## config.mk

```make
export PLATFORM = sky130hd
export DESIGN_NAME = fixed_wdt
export DESIGN_NICKNAME = d
export VERILOG_FILES = /design/src/rtl/fixed_wdt_pkg.sv /design/src/rtl/wdt_span_ctr.sv /design/src/rtl/wdt_phase_seq.sv /design/src/rtl/wdt_regs.sv /design/src/rtl/fixed_wdt.sv
export SDC_FILE = /design/constraint.sdc
export NUM_CORES = 1
export LEC_CHECK = 0
export BUFFER_PORTS_ARGS = -buffer_cell sky130_fd_sc_hd__buf_2
export CAP_MARGIN = 20
export CORE_AREA = 5 5 58 60
export DETAILED_ROUTE_END_ITERATION = 6
export DIE_AREA = 0 0 63 65
export PLACE_DENSITY = 0.87
export SLEW_MARGIN = 20
export SYNTH_ARGS = -nofsm -noshare
export SYNTH_HDL_FRONTEND = slang
export SYNTH_SLANG_ARGS = --single-unit
```

## constraint.sdc

```tcl
create_clock -name clk -period 3.7 [get_ports clk]
set_input_delay 0.185 -clock clk [delete_from_list [all_inputs] [get_ports clk]]
set_output_delay 0.185 -clock clk [all_outputs]
set_load 0.1 [all_outputs]
```

## src/rtl/fixed_wdt_pkg.sv

```systemverilog
package fixed_wdt_pkg;

    typedef enum logic {
        PH_RUN  = 1'b0,
        PH_HOLD = 1'b1
    } wdt_phase_e;

    localparam int unsigned DATA_W   = 8;
    localparam logic        ADR_CTRL = 1'b0;
    localparam logic        ADR_STAT = 1'b1;
    localparam int unsigned KICK_BIT = 0;
    localparam int unsigned FLAG_BIT = 0;
    localparam int unsigned HOLD_BIT = 1;

    typedef struct packed {
        logic kick;
        logic clr_flag;
    } wr_cmd_t;

    function automatic int unsigned span_width(input int unsigned n);
        return (n < 2) ? 1 : $clog2(n);
    endfunction

endpackage

```

## src/rtl/wdt_span_ctr.sv

```systemverilog
module wdt_span_ctr #(
    parameter int unsigned LIMIT = 49152
) (
    input  logic clk,
    input  logic rst,
    input  logic tick,
    input  logic clear,
    output logic last
);
    import fixed_wdt_pkg::*;

    localparam int unsigned CW = span_width(LIMIT);
    localparam logic [CW-1:0] TOP = CW'(LIMIT - 1);

    logic [CW-1:0] cnt_q;

    assign last = tick && !clear && (cnt_q == TOP);

    always_ff @(posedge clk) begin
        if (rst || clear) begin
            cnt_q <= '0;
        end else if (tick) begin
            cnt_q <= last ? '0 : cnt_q + 1'b1;
        end
    end

    AST_SPAN_BOUND: assert property (@(posedge clk) disable iff (rst)
        cnt_q <= TOP);

    AST_SPAN_CLEAR: assert property (@(posedge clk) disable iff (rst)
        clear |=> (cnt_q == '0));

    AST_SPAN_IDLE: assert property (@(posedge clk) disable iff (rst)
        (!tick && !clear) |=> $stable(cnt_q));

endmodule

```

## src/rtl/wdt_phase_seq.sv

```systemverilog
module wdt_phase_seq #(
    parameter int unsigned HOLD_TICKS = 4100
) (
    input  logic clk,
    input  logic rst,
    input  logic tick,
    input  logic expire,
    output logic hold_active,
    output logic launch
);
    import fixed_wdt_pkg::*;

    wdt_phase_e phase_q;
    logic       hold_done;
    logic       launch_q;

    wdt_span_ctr #(.LIMIT(HOLD_TICKS)) u_hold_ctr (
        .clk   (clk),
        .rst   (rst),
        .tick  (tick),
        .clear (phase_q != PH_HOLD),
        .last  (hold_done)
    );

    always_ff @(posedge clk) begin
        if (rst) begin
            phase_q  <= PH_RUN;
            launch_q <= 1'b0;
        end else begin
            launch_q <= (phase_q == PH_HOLD) && hold_done;
            unique case (phase_q)
                PH_RUN:  if (expire)    phase_q <= PH_HOLD;
                PH_HOLD: if (hold_done) phase_q <= PH_RUN;
                default:                phase_q <= PH_RUN;
            endcase
        end
    end

    assign hold_active = (phase_q == PH_HOLD);
    assign launch      = launch_q;

    AST_HOLD_ENTRY: assert property (@(posedge clk) disable iff (rst)
        (!hold_active && expire) |=> hold_active);

    AST_LAUNCH_EXIT: assert property (@(posedge clk) disable iff (rst)
        launch |-> (!hold_active && $past(hold_active)));

    AST_LAUNCH_SINGLE: assert property (@(posedge clk) disable iff (rst)
        launch |=> !launch);

endmodule

```

## src/rtl/wdt_regs.sv

```systemverilog
module wdt_regs (
    input  logic                                 clk,
    input  logic                                 rst,
    input  logic                                 wr_en,
    input  logic                                 wr_addr,
    input  logic [fixed_wdt_pkg::DATA_W-1:0]     wr_data,
    input  logic                                 rd_addr,
    input  logic                                 set_flag,
    input  logic                                 hold_active,
    output fixed_wdt_pkg::wr_cmd_t               cmd,
    output logic [fixed_wdt_pkg::DATA_W-1:0]     rd_data
);
    import fixed_wdt_pkg::*;

    logic flag_q;

    always_comb begin
        cmd.kick     = wr_en && (wr_addr == ADR_CTRL) && wr_data[KICK_BIT];
        cmd.clr_flag = wr_en && (wr_addr == ADR_STAT) && wr_data[FLAG_BIT];
    end

    always_ff @(posedge clk) begin
        if (rst) begin
            flag_q <= 1'b0;
        end else if (set_flag) begin
            flag_q <= 1'b1;
        end else if (cmd.clr_flag) begin
            flag_q <= 1'b0;
        end
    end

    always_comb begin
        rd_data = '0;
        if (rd_addr == ADR_STAT) begin
            rd_data[FLAG_BIT] = flag_q;
            rd_data[HOLD_BIT] = hold_active;
        end
    end

    AST_FLAG_SET: assert property (@(posedge clk) disable iff (rst)
        set_flag |=> flag_q);

    AST_FLAG_STICKY: assert property (@(posedge clk) disable iff (rst)
        (flag_q && !cmd.clr_flag) |=> flag_q);

    AST_FLAG_CLEAR: assert property (@(posedge clk) disable iff (rst)
        (cmd.clr_flag && !set_flag) |=> !flag_q);

endmodule

```

## src/rtl/fixed_wdt.sv

```systemverilog
module fixed_wdt #(
    parameter int unsigned TIMEOUT_TICKS = 49152,
    parameter int unsigned HOLD_TICKS    = 4100
) (
    input  logic       clk,
    input  logic       rst,
    input  logic       tick_en_i,
    input  logic       wake_i,
    input  logic       dbg_en_i,
    input  logic       strap_dis_i,
    input  logic       wr_en_i,
    input  logic       wr_addr_i,
    input  logic [7:0] wr_data_i,
    input  logic       rd_addr_i,
    output logic [7:0] rd_data_o,
    output logic       ovf_pulse_o,
    output logic       sys_rst_o,
    output logic       launch_o
);
    import fixed_wdt_pkg::*;

    wr_cmd_t cmd;
    logic    hold_active;
    logic    restart;
    logic    expire;
    logic    ovf_q;

    assign restart = cmd.kick || !wake_i || dbg_en_i || strap_dis_i || hold_active;

    wdt_span_ctr #(.LIMIT(TIMEOUT_TICKS)) u_timeout_ctr (
        .clk   (clk),
        .rst   (rst),
        .tick  (tick_en_i),
        .clear (restart),
        .last  (expire)
    );

    wdt_phase_seq #(.HOLD_TICKS(HOLD_TICKS)) u_phase (
        .clk         (clk),
        .rst         (rst),
        .tick        (tick_en_i),
        .expire      (expire),
        .hold_active (hold_active),
        .launch      (launch_o)
    );

    wdt_regs u_regs (
        .clk         (clk),
        .rst         (rst),
        .wr_en       (wr_en_i),
        .wr_addr     (wr_addr_i),
        .wr_data     (wr_data_i),
        .rd_addr     (rd_addr_i),
        .set_flag    (expire),
        .hold_active (hold_active),
        .cmd         (cmd),
        .rd_data     (rd_data_o)
    );

    always_ff @(posedge clk) begin
        if (rst) ovf_q <= 1'b0;
        else     ovf_q <= expire;
    end

    assign ovf_pulse_o = ovf_q;
    assign sys_rst_o   = hold_active;

    AST_OVF_SINGLE: assert property (@(posedge clk) disable iff (rst)
        ovf_pulse_o |=> !ovf_pulse_o);

    AST_OVF_WITH_RST: assert property (@(posedge clk) disable iff (rst)
        ovf_pulse_o |-> sys_rst_o);

    AST_NO_OVF_DISABLED: assert property (@(posedge clk) disable iff (rst)
        (dbg_en_i || strap_dis_i) |-> !expire);

    AST_NO_OVF_ASLEEP: assert property (@(posedge clk) disable iff (rst)
        !wake_i |-> !expire);

endmodule

```

Word-level counts from Yosys, hierarchy flattened
Cells that the tools add are included.

cells by class
  bitwise logic cells = 2
  add/subtract/negate cells = 2
  mux-type cells = 8
  reduce and logical (&&, ||, !) cells = 18
  eq/ne operators = 2

operators by type and width
  operator               number
  $add 16x1->16 const B  1
  $eq 16x16->1 const B   1
  $mux 16                1
  $add 13x1->13 const B  1
  $eq 13x13->1 const B   1
  $mux 13                1
  $logic_and 1x1->1      9
  $logic_or 1x1->1       6
  $mux 1                 4
  $logic_not 1->1        2
  $mux 2                 1
  $not 1->1              2
  $pmux 1 s2             1
  $reduce_bool 2->1      1

storage, ports and cells
  register bits = 33
  input bits = 17
  output and inout bits = 11
  word-level logic and storage cells = 38

Longest topological paths before layout
Gate-level depths: netlist (run 1).

  depth after elaboration = 12
  mapped depth = 6

Cells and area by module
Synthesis (run 1) repeated with hierarchy kept, for this count alone.

unflattened totals
  cells, all modules = 181
  area, all modules = 1592.8 µm²

by module, submodules not included
  module                              instances  cells an instance  area an instance (µm²)
  wdt_span_ctr at u_timeout_ctr       1          81                 742.0
  wdt_span_ctr at u_phase.u_hold_ctr  1          72                 618.1
  wdt_regs                            1          16                 118.9
  wdt_phase_seq                       1          8                  73.8
  fixed_wdt                           1          4                  40.0

Least setup slack after synthesis (run 1)
Ideal clock, no wire load.

  kind = flip-flop to output port
  start = reg u_phase.phase_q (netlist: u_phase.hold_active)
  end = out rd_data_o[1]
  path buffers = 0
  cell stages (with the launch flop) = 2
  arrival time = 1.869 ns
  setup slack = 1.646 ns
  cells stage by stage = dfxtp_1 -> and2_1

on the way
  longest elaborated chain between the ends = 1

ends and longest elaborated chain
  what                      RTL line             RTL
  start: declaration        wdt_phase_seq.sv:13  wdt_phase_e phase_q;
  start signal: assignment  wdt_phase_seq.sv:27  phase_q <= PH_RUN;
  start signal: assignment  wdt_phase_seq.sv:32  PH_RUN: if (expire) phase_q <= PH_HOLD;
  start signal: assignment  wdt_phase_seq.sv:33  PH_HOLD: if (hold_done) phase_q <= PH_RUN;
  $mux 2                    wdt_regs.sv:34       if (rd_addr == ADR_STAT) begin
  end: declaration          fixed_wdt.sv:15      output logic [7:0] rd_data_o,

No other way between the ends.

Final worst setup path (run 1)
  start = reg u_timeout_ctr.cnt_q[0]
  end = reg u_timeout_ctr.cnt_q[1]

on the way
  longest elaborated chain between the ends = 3
  elaborated cells between the ends (all ways) = 4
  those cells by class = 1 x add/sub; 1 x eq/ne; 1 x mux; 1 x reduce/logical

ends and longest elaborated chain
  what                                                   RTL line            RTL
  start: declaration                                     wdt_span_ctr.sv:15  logic [CW-1:0] cnt_q;
  start signal: assignment                               wdt_span_ctr.sv:23  cnt_q <= last ? '0 : cnt_q + 1'b1;
  branches (longest 2 deep; another with $add 16x1->16)  n/a
  $mux 16 *                                              wdt_span_ctr.sv:23

Every way passes the cells marked *.
A chain may end at the register's enable or synchronous reset.

==> flow_summary.toml, run 1 <==
[route]
wl_um = 2460
met3_length_um = 104
wl_met1_um = 1060
via_count = 1174
postRouteAntennaNets = 0
drc = 0
drt_iter0_markers = 74
via_per_inst = 5.22
routedWlPerCell_um = 10.9
highest_layer = "met4"
drt_pre_antenna_iters = 4
wl_met2_um = 1250

[critical_path]
crit_type = "reg2reg"
r2r_setup_slack_ns = 1.98
startpoint = "u_timeout_ctr.cnt_q[0]$_SDFFE_PP0P_"
cp_data_required_time_ns = 3.93
worstPathMaxFanout = 6
end_kind = "register"
timing.rr.start = "u_timeout_ctr.cnt_q[0]$_SDFFE_PP0P_"
start_kind = "register"
r2r_cells = 5
critPathArrivalTime_ns = 1.95
r2r_end = "u_timeout_ctr.cnt_q[1]$_SDFFE_PP0P_"

[hold_path]
hold_path_startpoint = "rst"
whs_path_depth = 2
hold_end = "ovf_pulse_o$_SDFF_PP0_"
worstHoldPathType = "in2reg"

[clock_network]
cts_root_buf = "clkbuf_4"
cts_tree = "yes"
cts_setup_buffers = 0
cts_resized = 0
clock_path_buffers = 2
numCtsBuffers = 5
cts.clk_slew.worst_paths_ns = 0.09
clock-sinks = 33
hold_buffers = 0
htreeDepth = 2
clk-insertion-delay-late_ns = 0.33

[sta]
min_period_ns = 1.72
slew_violations = 0
final_hold_viol_count = 0
setup_violations = 0
setup_tns_ns = 0
fin_skew_ns = 0.00744
setup_ws_ns = 1.98
grt_setup_unrepaired = "no"
fmax_mhz = 581
fin_crit_sh = 0.465

[floorplanning]
start_util = 0.543
die_y_um = 65
ios = 28
fp-row-count = 20
core_sq_um = 2880
die_x_um = 63
dieArea_sq_um = 4100

[yosys]
avgSynthCellArea_sq_um = 8.98
synth-compound-area-share = 0.0264
synthAdderAreaFrac = 0.0160
synth_mux_area_frac = 0.00641
yosysWarnings = 0
synth_top_family_by_area = "simple AND/OR/NAND/NOR gates"
syn_inst = 174
synth-simple-area-share = 0.335
synth.cell_area_sq_um = 1560
ys_types = 31
synth_seq_area_share = 0.423
synth_seq_cells = 33
yosys.area_share.xor_xnor = 0.140

[layout]
multi_input_area_sq_um = 841
seqCellArea_sq_um = 661
area_growth_pct = 7.45
diodes = 0
nNetsFinal = 210
nFillCells = 269
drive_gt1_frac = 0.141

[outcome]
status = "completed"

[global_routing]
antenna_found_initial = 0
grt_use_total = 0.136
grt_pass1_wl_um = 4400
grt_max_degree = 15
overflow = 0
grt_pass1_vias = 1067

[pwr]
p_leak_nw = 0.575
power_density_nw_per_um2 = 346
ir_worst_vdd_v = 0.000230

[job]
cap_viol_max_count = 0

[placement]
hpwl_um = 1840
place.gp.congestion = 0.832
io_buffers = 14
dp_slack_ns = 2.00
==> layout by cell type, fill, tap and decap left out, types with 2 or more instances in the layout <==
cell and n:
inv_1 4, nor3b_1 2, xnor2_1 18, nor4_1 8
nand3b_1 2, a21oi_1 2, conb_1 6, ha_1 2
buf_2 14, nor3_1 7, clkinv_2 2, nand2_1 17
clkbuf_4 5, dfxtp_1 33, nor2_1 32, nor2b_1 3
nand3_1 5, and2_1 2, nand4_1 7, xor2_1 7
nand4_4 2
==> registers in the layout, indices dropped and copies added, names as in the netlist <==
register                  flops
u_phase.u_hold_ctr.cnt_q     13
ovf_pulse_o                   1
u_regs.flag_q                 1
u_phase.launch                1
u_phase.hold_active           1
u_timeout_ctr.cnt_q          16
==> metal layers <==
metal / vias up / track usage
li1: 614 / -
met1: 543 / 0.138
met2: 11 / 0.242
met3: 6 / 0.0624
met4: 0 / 0.0477
met5: - / 0
==> worst max path at each step <==
stage / to / slack, ns
after floorplan: rd_data_o[1] / 1.65
after global placement: u_timeout_ctr.cnt_q[1]$_SDFFE_PP0P_ / 2.02
after detailed placement: u_timeout_ctr.cnt_q[1]$_SDFFE_PP0P_ / 2.00
after CTS: u_timeout_ctr.cnt_q[1]$_SDFFE_PP0P_ / 1.96
after global routing: u_phase.hold_active$_SDFF_PP0_ / 1.85
final: u_timeout_ctr.cnt_q[1]$_SDFFE_PP0P_ / 1.98
==> cell families (layout without fill, tap and decap cells) <==
kind of cell / Yosys count / after routing
mux: 1 / 1
other cells: 1 / 6
xor+xnor: 25 / 25
buf+inv: 13 / 26
fa+ha+maj: 2 / 2
compound gates: 6 / 6
flops: 33 / 33
simple gates: 93 / 93
==> through the flow <==
stage               power (mW)  std cells  hold WS [ns]   util  instance area [sq um]
global placement         0.404        217         0.429  0.566                   1630
CTS                      0.592        225        0.0799  0.583                   1680
detailed placement       0.405        217         0.441  0.566                   1630
finish                   0.582        225        0.0968  0.583                   1680
floorplan                0.402        179         0.254      -                   1580
global route             0.613        225        0.0740  0.583                   1680
==> area by class of cell <==
type	count	share of cell area
well taps	33	0.0246
repair buffers	14	0.0417
clock buffers	6	0.0246
clock inverters	2	0.00596
flip-flops and latches	33	0.393
multi-input cells	133	0.501
inverters	4	0.00894
==> where the power goes <==
group / internal [mW] / switching [mW]
clock network: 0.0722 / 0.113
logic: 0.00661 / 0.0349
registers: 0.355 / 0.000223
total: 0.434 / 0.148
==> synth_stat cells, drive strengths merged <==
cell    count  area [sq um]
inv         4          15.0
a21oi       2          10.0
nand3b      2          15.0
nor3        7          35.0
mux2i       1          10.0
conb        1          3.75
nor2b       3          18.8
nor4b       1          23.8
xnor2      18           158
nor3b       2          15.0
nand3       5          25.0
and4        1          8.76
a41o        1          10.0
nor4        9          71.3
nand4      10          98.8
xor2        7          61.3
ha          2          25.0
nor2       32           120
nand4b      1          8.76
and3        1          6.26
dfxtp      33           661
nand2      17          63.8
o21ai       1          5.00
and2        2          12.5
o22ai       1          6.26
a211o       1          10.0
buf         9          65.1
==> worst max-delay path: stages, from the launching register on <==
cell and delay [ns]:
dfxtp_1 0.40, ha_1 0.23, nand4_4 0.17, nor4_4 0.34, nand4_2 0.19, a41o_1 0.27
Power figures use the tool's default switching activity.
==> inputs of run 2 (changes only) <==
Settings changed: CORE_AREA 5 5 58 60 to 5 5 60 62, DIE_AREA 0 0 63 65 to 0 0 65 67, PLACE_DENSITY 0.87 to 0.82.
Clock period 3.7 ns to 1.69 ns, I/O delays scaled along.
==> flow_summary.toml, run 2 (synthesized netlist as in run 1, its figures left out) <==
[global_routing]
grt_pass1_wl_um = 5060
grt_use_total = 0.150
overflow = 0
grt_max_degree = 15
grt_pass1_vias = 1193
antenna_found_initial = 0

[floorplanning]
fp-row-count = 20
die_x_um = 65
start_util = 0.525
ios = 28
dieArea_sq_um = 4360
die_y_um = 67
core_sq_um = 2980

[layout]
post-route-util = 0.595
area_growth_pct = 13.3
largest_register = "u_timeout_ctr.cnt_q"
diodes = 0
most-common-layout-cells = "nor2_1 (32), dfxtp_1 (32), xnor2_1 (18)"
final_area_sq_um = 1770
largestRegisters = "u_timeout_ctr.cnt_q: 16 flops, u_phase.u_hold_ctr.cnt_q: 13 flops"
drive_gt1_frac = 0.189
nNetsFinal = 219
largest_reg_flops = 16

[route]
routedWlPerCell_um = 11.8
drc = 0
wl_um = 2760
via_per_inst = 5.30
drt_pre_antenna_iters = 4
drt_iter0_markers = 118
via_count = 1241
postRouteAntennaNets = 0

[critical_path]
cp_data_required_time_ns = 1.92
r2r_setup_slack_ns = 0.12
crit_type = "reg2reg"
start_kind = "register"
r2r_cells = 4
worstPathMaxFanout = 5
end_kind = "register"
critPathArrivalTime_ns = 1.81

[sta]
fin_skew_ns = 0.00734
setup_tns_ns = 0
grt_setup_unrepaired = "no"
slew_violations = 0
fin_crit_sh = 0.931
min_period_ns = 1.57
fmax_mhz = 636
final_hold_viol_count = 0
setup_violations = 0
whs_ns = 0.0567

[outcome]
status = "completed"

[clock_network]
htreeDepth = 2
cts_tree = "yes"
cts_resized = 0
cts_root_buf = "clkbuf_4"
clock_path_buffers = 2
cts_setup_buffers = 0
cts.clk_slew.worst_paths_ns = 0.10
clk-insertion-delay-late_ns = 0.33
clock-sinks = 33
numCtsBuffers = 5

[placement]
place.gp.congestion = 0.850
place_area_sq_um = 1690
io_buffers = 14
hpwl_um = 2030

[job]
cap_viol_max_count = 0

[pwr]
totalPowerFinal_mw = 1.37
power_density_nw_per_um2 = 773
ir_worst_vdd_v = 0.000482
p_leak_nw = 0.627

[hold_path]
whs_path_depth = 4
worstHoldPathType = "in2reg"
==> run 2: routing by layer <==
metal / global-route usage / wire length [um]
met5: 0 / 0
met2: 0.264 / 1410
met3: 0.0422 / 82
met4: 0.0686 / 55
met1: 0.165 / 1210
==> run 2: power by group <==
group / switching [mW] / internal [mW] / total (mW)
clock network: 0.256 / 0.241 / 0.497
registers: 0.000250 / 0.777 / 0.778
logic: 0.0771 / 0.0165 / 0.0936
==> run 2: per-stage QoR <==
step           setup WS [ns]  cells
2_1_floorplan          0.137    179
3_3_place_gp           0.114    225
3_5_place_dp          0.0754    225
4_1_cts               0.0625    234
5_1_grt               0.0207    234
6_report               0.117    234
==> run 2: cell type report <==
| class | count | area [sq um] |
|---|---|---|
| well taps | 33 | 41.3 |
| inverters | 4 | 15.0 |
| repair buffers | 23 | 140 |
| flip-flops and latches | 33 | 662 |
| clock buffers | 7 | 65.1 |
| fillers | 273 | 1210 |
| clock inverters | 1 | 5.00 |
| multi-input cells | 133 | 842 |
==> run 2: timing repair <==
action	in CTS	in global routing
setup endpoints to repair	0	1
endpoints found under the hold margin	2	0
hold buffers	1	0
==> run 2: critical path, cell delays in order, from the launching register on <==
cell and delay, ns:
dfxtp_1 0.48, nand4_4 0.15, nor4_4 0.38, nand4_2 0.19, a41o_1 0.27
==> run 2: path summary, 6_finish.rpt <==
kind	start	end
min reg2reg	u_regs.flag_q$_SDFFE_PP0P_	u_regs.flag_q$_SDFFE_PP0P_
min	wr_addr_i	u_regs.flag_q$_SDFFE_PP0P_
max reg2reg	u_timeout_ctr.cnt_q[4]$_SDFFE_PP0P_	u_timeout_ctr.cnt_q[1]$_SDFFE_PP0P_
max	u_timeout_ctr.cnt_q[4]$_SDFFE_PP0P_	u_timeout_ctr.cnt_q[1]$_SDFFE_PP0P_
==> inputs of run 3 (changes only) <==
Settings changed: ABC_AREA set to 1, CORE_AREA 5 5 60 62 to 5 5 63 65, DIE_AREA 0 0 65 67 to 0 0 68 70.
==> flow_summary.toml, run 3 <==
[layout]
diodes = 0
largest_reg_flops = 16
final_common_cell = "nand2_1"
drive_gt1_frac = 0.125
nNetsFinal = 299
largest_register = "u_timeout_ctr.cnt_q"
area_growth_pct = 9.32
post-route-util = 0.585
largestRegisters = "u_timeout_ctr.cnt_q: 16 flops, u_phase.u_hold_ctr.cnt_q: 13 flops"
most-common-layout-cells = "nand2_1 (58), nor2_1 (57), dfxtp_1 (32)"

[placement]
place.gp.congestion = 0.904
hpwl_um = 2690
dp_slack_ns = 0.173
io_buffers = 14

[route]
drc = 0
via_count = 1597
wl_um = 3460
postRouteAntennaNets = 0
via_per_inst = 4.88
routedWlPerCell_um = 10.6
drt_pre_antenna_iters = 4
drt_iter0_markers = 101

[clock_network]
cts_root_buf = "clkbuf_4"
htreeDepth = 2
clk-insertion-delay-late_ns = 0.33
cts.clk_slew.worst_paths_ns = 0.10
numCtsBuffers = 5
cts_setup_buffers = 0
clock-sinks = 33
cts_tree = "yes"
clock_path_buffers = 2

[job]
cap_viol_max_count = 0

[yosys]
yosys.area.top_type = "dfxtp_1"
synth_seq_cells = 33
netlist.area_leader.share = 0.376
synth-edff-count = 0
syn_inst = 262
yosysWarnings = 0
synthArstFlopShare = 0
synthTopCellsByArea = "dfxtp_1 (38%), nand2_1 (12%), nor2_1 (12%), nand3_1 (6.8%), inv_1 (6.2%)"
avgSynthCellArea_sq_um = 6.71
synth.most_common_cell = "nand2_1"
netlist_top_cells_count = "nand2_1 (58), nor2_1 (57), dfxtp_1 (33)"
synth.cell_area_sq_um = 1760
synthFlopType = "dfxtp_1"
ys_types = 27
synth_seq_area_share = 0.376

[hold_path]
whs_path_depth = 4
hold_end = "u_regs.flag_q$_SDFFE_PP0P_"
worstHoldPathType = "in2reg"
hold_path_startpoint = "wr_addr_i"

[floorplanning]
core_sq_um = 3280
die_x_um = 68
start_util = 0.535
fp-row-count = 21
dieArea_sq_um = 4760
die_y_um = 70
ios = 28

[critical_path]
timing.rr.start = "u_timeout_ctr.cnt_q[1]$_SDFFE_PP0P_"
worstPathMaxFanout = 11
cp_data_required_time_ns = 1.91
r2r_end = "u_timeout_ctr.cnt_q[10]$_SDFFE_PP0P_"
path_cells = "ha_1 > nand2_1 > nor2_1 > nand2_2 > nor2_4 > nand2_2 > nand2_4 > nor2_1"
r2r_cells = 8
r2r_setup_slack_ns = 0.24
max_stage_delay_ns = 0.38
crit_type = "reg2reg"
critPathSlowestCell = "dfxtp_1"
start_kind = "register"
end_kind = "register"
critPathArrivalTime_ns = 1.67

[sta]
min_period_ns = 1.45
grt_setup_unrepaired = "no"
setup_ws_ns = 0.239
fin_crit_sh = 0.859
fin_skew_ns = 0.00916
setup_violations = 0
fmax_mhz = 689
slew_violations = 0
setup_tns_ns = 0
final_hold_viol_count = 0

[pwr]
p_leak_nw = 0.690
power_density_nw_per_um2 = 718
ir_worst_vdd_v = 0.000538

[global_routing]
antenna_found_initial = 0
overflow = 0
grt_pass1_vias = 1526
grt_max_degree = 16
grt_pass1_wl_um = 6180
grt_use_total = 0.166

[outcome]
status = "completed"
run 3: cell types whose count changed in the layout (fill, tap and decap cells not counted), moves of 4 or more:
cell and change:
nor3_1 -4, buf_4 -8, nor4_1 -8, nand3_1 +19, inv_1 +25, nand2_1 +41
nand2_2 +4, xnor2_1 -15, nor2_1 +25
run 3: timing repair:
action / 4_1_cts / 5_1_grt
endpoints found under the setup margin: 0 / 4
resized for setup: 0 / 1
hold buffers: 1 / 0
endpoints found under the hold margin: 3 / 0
run 3: through the flow:
step	hold slack (ns)	std cells	area (sq um)	total power [mW]
6_report	0.0525	327	1920	1.38
5_1_grt	0.0940	327	1920	1.45
4_1_cts	0.0605	327	1920	1.39
3_5_place_dp	0.336	318	1840	0.890
3_3_place_gp	0.333	318	1840	0.890
2_1_floorplan	0.154	267	1780	0.885
run 3: cells by family (layout without fill, tap and decap cells):
logic type / after synthesis / in the layout / synth area share
xor gates and xnor gates: 11 / 11 / 0.0548
buffers and inverters: 39 / 53 / 0.103
adders and majority gates: 2 / 2 / 0.0142
AOI/OAI and AO/OA: 13 / 13 / 0.0413
and+or+nand+nor: 163 / 163 / 0.409
other: 1 / 6 / 0.00213
DFF: 33 / 33 / 0.376
run 3: power breakdown:
group          switching (mW)  total, mW  internal (mW)  leakage, nW
registers            0.000390      0.778          0.777        0.266
logic                  0.0822     0.0964         0.0142        0.383
clock network           0.264      0.506          0.241       0.0413
total                   0.347       1.38           1.03        0.690
run 3: layer usage:
metal / wire (um) / global-route usage / vias up
li1: - / - / 848
met1: 1540 / 0.189 / 728
met2: 1770 / 0.288 / 17
met3: 118 / 0.0481 / 4
met4: 34 / 0.0574 / 0
met5: 0 / 0 / -
run 3: cell type report:
type                    count  area (sq um)
fillers                   337          1360
multi-input cells         195           940
flip-flops and latches     33           662
inverters                  30           113
repair buffers             15          80.1
clock buffers               7          65.1
well taps                  46          57.6
clock inverters             1          5.00
run 3: worst max-delay path, delay by kind of cell (launching register included):
kind / cells / cell delay (ns)
fa+ha+maj: 1 / 0.23
simple gates: 7 / 0.73
flops: 1 / 0.38
run 3: worst max path at each step:
stage          depth (start not counted)                           startpoint                                    to  slack [ns]
2_1_floorplan                          2       u_phase.hold_active$_SDFF_PP0_                          rd_data_o[1]        0.24
3_3_place_gp                           8  u_timeout_ctr.cnt_q[0]$_SDFFE_PP0P_  u_timeout_ctr.cnt_q[14]$_SDFFE_PP0P_        0.21
3_5_place_dp                           8  u_timeout_ctr.cnt_q[0]$_SDFFE_PP0P_  u_timeout_ctr.cnt_q[10]$_SDFFE_PP0P_        0.17
4_1_cts                                8  u_timeout_ctr.cnt_q[1]$_SDFFE_PP0P_  u_timeout_ctr.cnt_q[10]$_SDFFE_PP0P_        0.16
5_1_grt                                8  u_timeout_ctr.cnt_q[1]$_SDFFE_PP0P_  u_timeout_ctr.cnt_q[10]$_SDFFE_PP0P_        0.07
6_report                               8  u_timeout_ctr.cnt_q[1]$_SDFFE_PP0P_  u_timeout_ctr.cnt_q[10]$_SDFFE_PP0P_        0.24
